### config.mk
export PLATFORM = sky130hd
export DESIGN_NAME = desc_ring_queue
export DESIGN_NICKNAME = d
export VERILOG_FILES = /design/src/rtl/dq_pkg.sv /design/src/rtl/dq_assembler.sv /design/src/rtl/dq_slot_store.sv /design/src/rtl/dq_ptr_ctrl.sv /design/src/rtl/desc_ring_queue.sv
export SDC_FILE = /design/constraint.sdc
export NUM_CORES = 1
export LEC_CHECK = 0
export ABC_CLOCK_PERIOD_IN_PS = 4900
export BUFFER_PORTS_ARGS = -buffer_cell sky130_fd_sc_hd__buf_2
export CAP_MARGIN = 40
export CELL_PAD_IN_SITES_DETAIL_PLACEMENT = 1
export CELL_PAD_IN_SITES_GLOBAL_PLACEMENT = 1
export CORE_MARGIN = 2
export CORE_UTILIZATION = 47
export DETAILED_ROUTE_END_ITERATION = 6
export PLACE_DENSITY_LB_ADDON = 0.12
export SLEW_MARGIN = 20
export SYNTH_ARGS = -nofsm -noshare
export SYNTH_HDL_FRONTEND = slang
export SYNTH_SLANG_ARGS = --single-unit
### constraint.sdc
create_clock -name clk -period 4.9 [get_ports clk]
set_input_delay 0 -clock clk [delete_from_list [all_inputs] [get_ports clk]]
set_output_delay 0 -clock clk [all_outputs]
set_load 0.005 [all_outputs]
### src/rtl/dq_pkg.sv
`timescale 1ns/1ps
package dq_pkg;
    localparam int WORD_W = 32;

    // write target select codes
    localparam logic [1:0] SEL_PUSH = 2'd0;
    localparam logic [1:0] SEL_STAT = 2'd1;
    localparam logic [1:0] SEL_CTRL = 2'd2;

    // status word layout
    localparam int WR_LSB     = 0;
    localparam int RD_LSB     = 4;
    localparam int EMPTY_BIT  = 8;
    localparam int FULL_BIT   = 9;
    localparam int ERR_BIT    = 10;
    localparam int NOTIFY_BIT = 16;
    localparam int HOLD_BIT   = 0;

    typedef enum logic [1:0] {
        ST_ADDR_LO,
        ST_ADDR_HI,
        ST_LENGTH,
        ST_FLAGS
    } asm_state_e;

    typedef struct packed {
        logic [WORD_W-1:0] addr_hi;
        logic [WORD_W-1:0] addr_lo;
        logic [WORD_W-1:0] len;
        logic [WORD_W-1:0] flags;
    } desc_t;
endpackage

### src/rtl/dq_assembler.sv
`timescale 1ns/1ps
module dq_assembler
    import dq_pkg::*;
(
    input  logic              clk,
    input  logic              rst_n,
    input  logic              clr,
    input  logic              word_we,
    input  logic [WORD_W-1:0] word_in,
    output desc_t             desc_out,
    output logic              desc_done
);
    asm_state_e state_q, state_d;
    logic [WORD_W-1:0] lo_q, hi_q, len_q;

    always_ff @(posedge clk or negedge rst_n) begin
        if (!rst_n) state_q <= ST_ADDR_LO;
        else        state_q <= state_d;
    end

    always_comb begin
        state_d   = state_q;
        desc_done = 1'b0;
        if (clr) begin
            state_d = ST_ADDR_LO;
        end else if (word_we) begin
            unique case (state_q)
                ST_ADDR_LO: state_d = ST_ADDR_HI;
                ST_ADDR_HI: state_d = ST_LENGTH;
                ST_LENGTH:  state_d = ST_FLAGS;
                ST_FLAGS: begin
                    state_d   = ST_ADDR_LO;
                    desc_done = 1'b1;
                end
            endcase
        end
    end

    always_ff @(posedge clk or negedge rst_n) begin
        if (!rst_n) begin
            lo_q  <= '0;
            hi_q  <= '0;
            len_q <= '0;
        end else if (word_we && !clr) begin
            case (state_q)
                ST_ADDR_LO: lo_q  <= word_in;
                ST_ADDR_HI: hi_q  <= word_in;
                ST_LENGTH:  len_q <= word_in;
                default:    ;
            endcase
        end
    end

    always_comb begin
        desc_out.addr_hi = hi_q;
        desc_out.addr_lo = lo_q;
        desc_out.len     = len_q;
        desc_out.flags   = word_in;
    end
endmodule

### src/rtl/dq_slot_store.sv
`timescale 1ns/1ps
module dq_slot_store
    import dq_pkg::*;
#(
    parameter int DEPTH = 4,
    localparam int PTR_W = $clog2(DEPTH)
) (
    input  logic             clk,
    input  logic             we,
    input  logic [PTR_W-1:0] waddr,
    input  desc_t            wdata,
    input  logic [PTR_W-1:0] raddr,
    output desc_t            rdata
);
    desc_t            mem [DEPTH];
    logic [DEPTH-1:0] slot_hit;

    for (genvar s = 0; s < DEPTH; s++) begin : g_sel
        assign slot_hit[s] = we && (waddr == PTR_W'(s));
    end

    always_ff @(posedge clk) begin
        for (int s = 0; s < DEPTH; s++) begin
            if (slot_hit[s]) mem[s] <= wdata;
        end
    end

    assign rdata = mem[raddr];
endmodule

### src/rtl/dq_ptr_ctrl.sv
`timescale 1ns/1ps
module dq_ptr_ctrl #(
    parameter int DEPTH = 4,
    localparam int PTR_W = $clog2(DEPTH),
    localparam int CNT_W = $clog2(DEPTH + 1)
) (
    input  logic             clk,
    input  logic             rst_n,
    input  logic             clr,
    input  logic             push,
    input  logic             pop,
    input  logic             err_clr,
    output logic [PTR_W-1:0] wr_ptr,
    output logic [PTR_W-1:0] rd_ptr,
    output logic             full,
    output logic             empty,
    output logic             err,
    output logic             push_ok
);
    logic [CNT_W-1:0] count_q;
    logic             pop_ok, err_set;

    assign full    = (count_q == CNT_W'(DEPTH));
    assign empty   = (count_q == '0);
    assign push_ok = push && !full && !clr;
    assign pop_ok  = pop && !empty && !clr;
    assign err_set = !clr && ((push && full) || (pop && empty));

    always_ff @(posedge clk or negedge rst_n) begin
        if (!rst_n) begin
            wr_ptr  <= '0;
            rd_ptr  <= '0;
            count_q <= '0;
        end else if (clr) begin
            wr_ptr  <= '0;
            rd_ptr  <= '0;
            count_q <= '0;
        end else begin
            if (push_ok) wr_ptr <= wr_ptr + 1'b1;
            if (pop_ok)  rd_ptr <= rd_ptr + 1'b1;
            if (push_ok && !pop_ok)      count_q <= count_q + 1'b1;
            else if (pop_ok && !push_ok) count_q <= count_q - 1'b1;
        end
    end

    always_ff @(posedge clk or negedge rst_n) begin
        if (!rst_n)       err <= 1'b0;
        else if (err_set) err <= 1'b1;
        else if (err_clr) err <= 1'b0;
    end
endmodule

### src/rtl/desc_ring_queue.sv
`timescale 1ns/1ps
module desc_ring_queue
    import dq_pkg::*;
#(
    parameter int DEPTH = 4,
    localparam int PTR_W = $clog2(DEPTH)
) (
    input  logic        clk,
    input  logic        rst_n,
    input  logic        reg_we,
    input  logic [1:0]  reg_sel,
    input  logic [31:0] reg_wdata,
    output logic [31:0] status_word,
    input  logic        pop_req,
    output logic        desc_valid,
    output logic [63:0] desc_addr,
    output logic [31:0] desc_len,
    output logic [31:0] desc_flags,
    output logic        desc_notify
);
    logic             hold_q, ring_clr, ctrl_we, stat_we, push_we, err_clr;
    logic             push_done, push_ok, full, empty, err;
    logic [PTR_W-1:0] wr_ptr, rd_ptr;
    desc_t            new_desc, head_desc;

    assign ctrl_we  = reg_we && (reg_sel == SEL_CTRL);
    assign stat_we  = reg_we && (reg_sel == SEL_STAT);
    assign ring_clr = hold_q || (ctrl_we && reg_wdata[HOLD_BIT]);
    assign push_we  = reg_we && (reg_sel == SEL_PUSH) && !ring_clr;
    assign err_clr  = stat_we && reg_wdata[ERR_BIT];

    always_ff @(posedge clk or negedge rst_n) begin
        if (!rst_n)       hold_q <= 1'b0;
        else if (ctrl_we) hold_q <= reg_wdata[HOLD_BIT];
    end

    dq_assembler u_asm (
        .clk       (clk),
        .rst_n     (rst_n),
        .clr       (ring_clr),
        .word_we   (push_we),
        .word_in   (reg_wdata),
        .desc_out  (new_desc),
        .desc_done (push_done)
    );

    dq_ptr_ctrl #(.DEPTH(DEPTH)) u_ptr (
        .clk     (clk),
        .rst_n   (rst_n),
        .clr     (ring_clr),
        .push    (push_done),
        .pop     (pop_req),
        .err_clr (err_clr),
        .wr_ptr  (wr_ptr),
        .rd_ptr  (rd_ptr),
        .full    (full),
        .empty   (empty),
        .err     (err),
        .push_ok (push_ok)
    );

    dq_slot_store #(.DEPTH(DEPTH)) u_store (
        .clk   (clk),
        .we    (push_ok),
        .waddr (wr_ptr),
        .wdata (new_desc),
        .raddr (rd_ptr),
        .rdata (head_desc)
    );

    always_comb begin
        status_word                     = '0;
        status_word[WR_LSB +: PTR_W]    = wr_ptr;
        status_word[RD_LSB +: PTR_W]    = rd_ptr;
        status_word[EMPTY_BIT]          = empty;
        status_word[FULL_BIT]           = full;
        status_word[ERR_BIT]            = err;
    end

    assign desc_valid  = !empty;
    assign desc_addr   = {head_desc.addr_hi, head_desc.addr_lo};
    assign desc_len    = head_desc.len;
    assign desc_flags  = head_desc.flags;
    assign desc_notify = head_desc.flags[NOTIFY_BIT];
endmodule

==> flow_summary.toml <==
[status]
outcome = "complete, no violations"

[yosys]
netlist_instances = 1003
synthDistinctLibCells = 47
yosys.area.top_type_share_pct = 66.7
synth_async_sr_flop_share_pct = 17.3
syn_avg_cell_area_um2 = 23.0
ys_warn_count = 0
ys_seq_area_share_pct = 78.4
yosysMostFrequentCell = "edfxtp_1"
yosys.area.top_type = "edfxtp_1"
synth_seq_cells = 619
yosys-top-cells-count = "edfxtp_1 (512), mux4_2 (128), dfrtp_1 (107)"
syn-cell-area_mm2 = 0.0230
synth_edf_count = 512
synth_area_leaders = "edfxtp_1 (67%), mux4_2 (13%), dfrtp_1 (12%)"
synth_ff_type = "edfxtp_1"

[floorplanning]
row_count = 81
pin_count = 200
design.core.area_mm2 = 0.0486
die_area_mm2 = 0.0508
start_util_pct = 47.4
fp.dieH_um = 225
fp.dieW_um = 225

[setup_path]
setup.worst_path.start = "hold_q"
crit_fanout = 9
ff2ff_path_depth = 9
worstSetupPathType = "reg2reg"
cp.required_ps = 5400
cp.arrival_ps = 3880
cp-start-kind = "flop"
crit-reg2reg-launch = "hold_q"
r2r-end = "u_ptr.count_q[1]"
cp-end-kind = "flop"
reg2reg_slack_ps = 1520

[drt]
drtPass1Iterations = 4
drc = 0
wire_per_inst_um = 24.8
drt_iter0_drc = 657
wl_mm = 48.0
vias = 10609
routed_via_density = 5.49
ant_nets = 0

[sta]
tightest_slew_ps = 779
max_freq_mhz = 296
rsz0062_at_grt = "false"
relSlewSlack_pct = 48.1
finalCriticalPeriod_ps = 3380
finalHoldViolCount = 0
drv_slew = 0
final.setup.tns_ps = 0
skew_ps = 19.3
setup_viol = 0
period_share_pct = 68.9

[place]
placed_cell_area_mm2 = 0.0246
portBuffers = 174
dp_cells = 1768
gp_congestion = 0.744
dp_hpwl_mm = 26.8

[cells_and_area]
multi_input_area_mm2 = 0.00465
regArea_mm2 = 0.0181
syn_to_final_growth_pct = 17.9
nFillCells = 4204
diodes = 0
final_cells = 1933
drive_above_1_share_pct = 40.3
layout.nets = 1304
stdcell_area_mm2 = 0.0272

[global_route]
grt_pass1_vias = 11626
grt.overflow.total = 0
antenna_found_initial = 1
grt_pass1_wl_mm = 72.5
grt_max_degree = 67
grtUsageTotal_pct = 19.5

[cts]
cts_tree = "yes"
clockBufferDepth = 3
path_clk_slew_ps = 60
cts_made_buffers = 66
htreeDepth = 3
clock_latency_ps = 590
numClockSinks = 619
clockRootBuffer = "clkbuf_16"

[power_and_ir_drop]
cellPowerDensity_mw_per_mm2 = 507
p_leak_nw = 9.51
power_mw = 13.8
vdd_drop_max_v = 0.000289

[job]
maxCapViolations = 0

[hold_path]
hold_path_class = "in2async"
==> worst max-delay path, stage by stage (launching register included) <==
cell and delay (ps):
dfrtp_1 490, nor4b_4 470, dlygate4sd3_1 680, nand2_1 100, a311oi_1 310, fa_1 530
nand2b_1 170, nor4b_1 280, a211oi_1 90, a32oi_1 160
==> metal layers <==
layer	wire length [um]	GRT usage (%)
met5	0	0
met4	894	5.75
met3	2260	3.65
met2	23500	31.2
met1	21300	27.6
==> sequential cells by signal, indices dropped and copies added (netlist names) <==
name,count
u_asm.len_q,32
u_ptr.rd_ptr,2
u_ptr.err,1
hold_q,1
u_asm.lo_q,32
u_store.mem,512
u_ptr.count_q,3
u_asm.state_q,2
u_ptr.wr_ptr,2
u_asm.hi_q,32
==> worst max path at each step <==
stage,to,slack [ps],cells past startpoint
finish,u_ptr.count_q[1],1520,9
global placement,u_store.mem[2][85],1780,4
CTS,u_ptr.count_q[1],1520,9
global route,u_ptr.count_q[1],1290,9
detailed placement,u_store.mem[1][37],1740,4
floorplan,u_store.mem[1][0],50,5
==> layout make-up <==
type	instances	area share, %
inverters	9	0.124
repair buffers	235	5.69
clock buffers	102	7.06
multi-input cells	326	17.1
clock inverters	20	0.622
well taps	622	2.87
flip-flops and latches	619	66.5
==> report_power, final <==
group / switching (mW) / internal (mW)
sequential: 0.427 / 6.30
combinational: 1.03 / 1.26
clock: 1.97 / 2.77
==> timing repair <==
action	CTS	global route
buffers inserted	0	0
endpoints found under the hold margin	339	0
gates resized for setup	0	0
hold buffers	42	0
==> through the flow <==
stage	utilization (%)	hold slack (ps)	worst slack, ps
finish	55.8	189	1520
global route	55.8	251	1290
CTS	55.8	188	1520
detailed placement	50.6	-86.2	1740
global placement	50.6	-89.4	1780
floorplan	-	-296	53.4
==> cell usage in the layout (no fill, tap or decap), types with 2 or more instances in the layout <==
master,count
xor2_1,2
mux2_2,97
or3b_2,2
nor4_1,3
conb_1,25
edfxtp_1,512
or2_2,2
or3_1,2
mux2i_1,2
clkbuf_16,67
dlygate4sd3_1,42
nor2_1,8
ha_1,8
mux4_2,128
a31oi_1,3
clkinv_1,3
dfrtp_1,105
clkbuf_8,11
buf_4,11
o21ai_0,2
clkinv_8,2
nand2_1,5
a211oi_1,2
nand3_1,3
inv_6,5
clkinv_2,7
and2_4,4
buf_12,8
buf_2,173
nor4b_1,2
nand2_2,3
dfrtp_4,2
inv_1,9
clkbuf_1,24
a21oi_1,3
==> cell families after synthesis <==
group	synth area share, %
flip-flops	78.4
adder cells (fa/ha/maj)	0.521
XOR/XNOR	0.114
buffers and inverters	1.91
AO/OA/AOI/OAI	0.516
AND/OR/NAND/NOR	1.22
multiplexers	17.3
other	0.0163
Note: power is estimated with default switching activity, not from simulation.
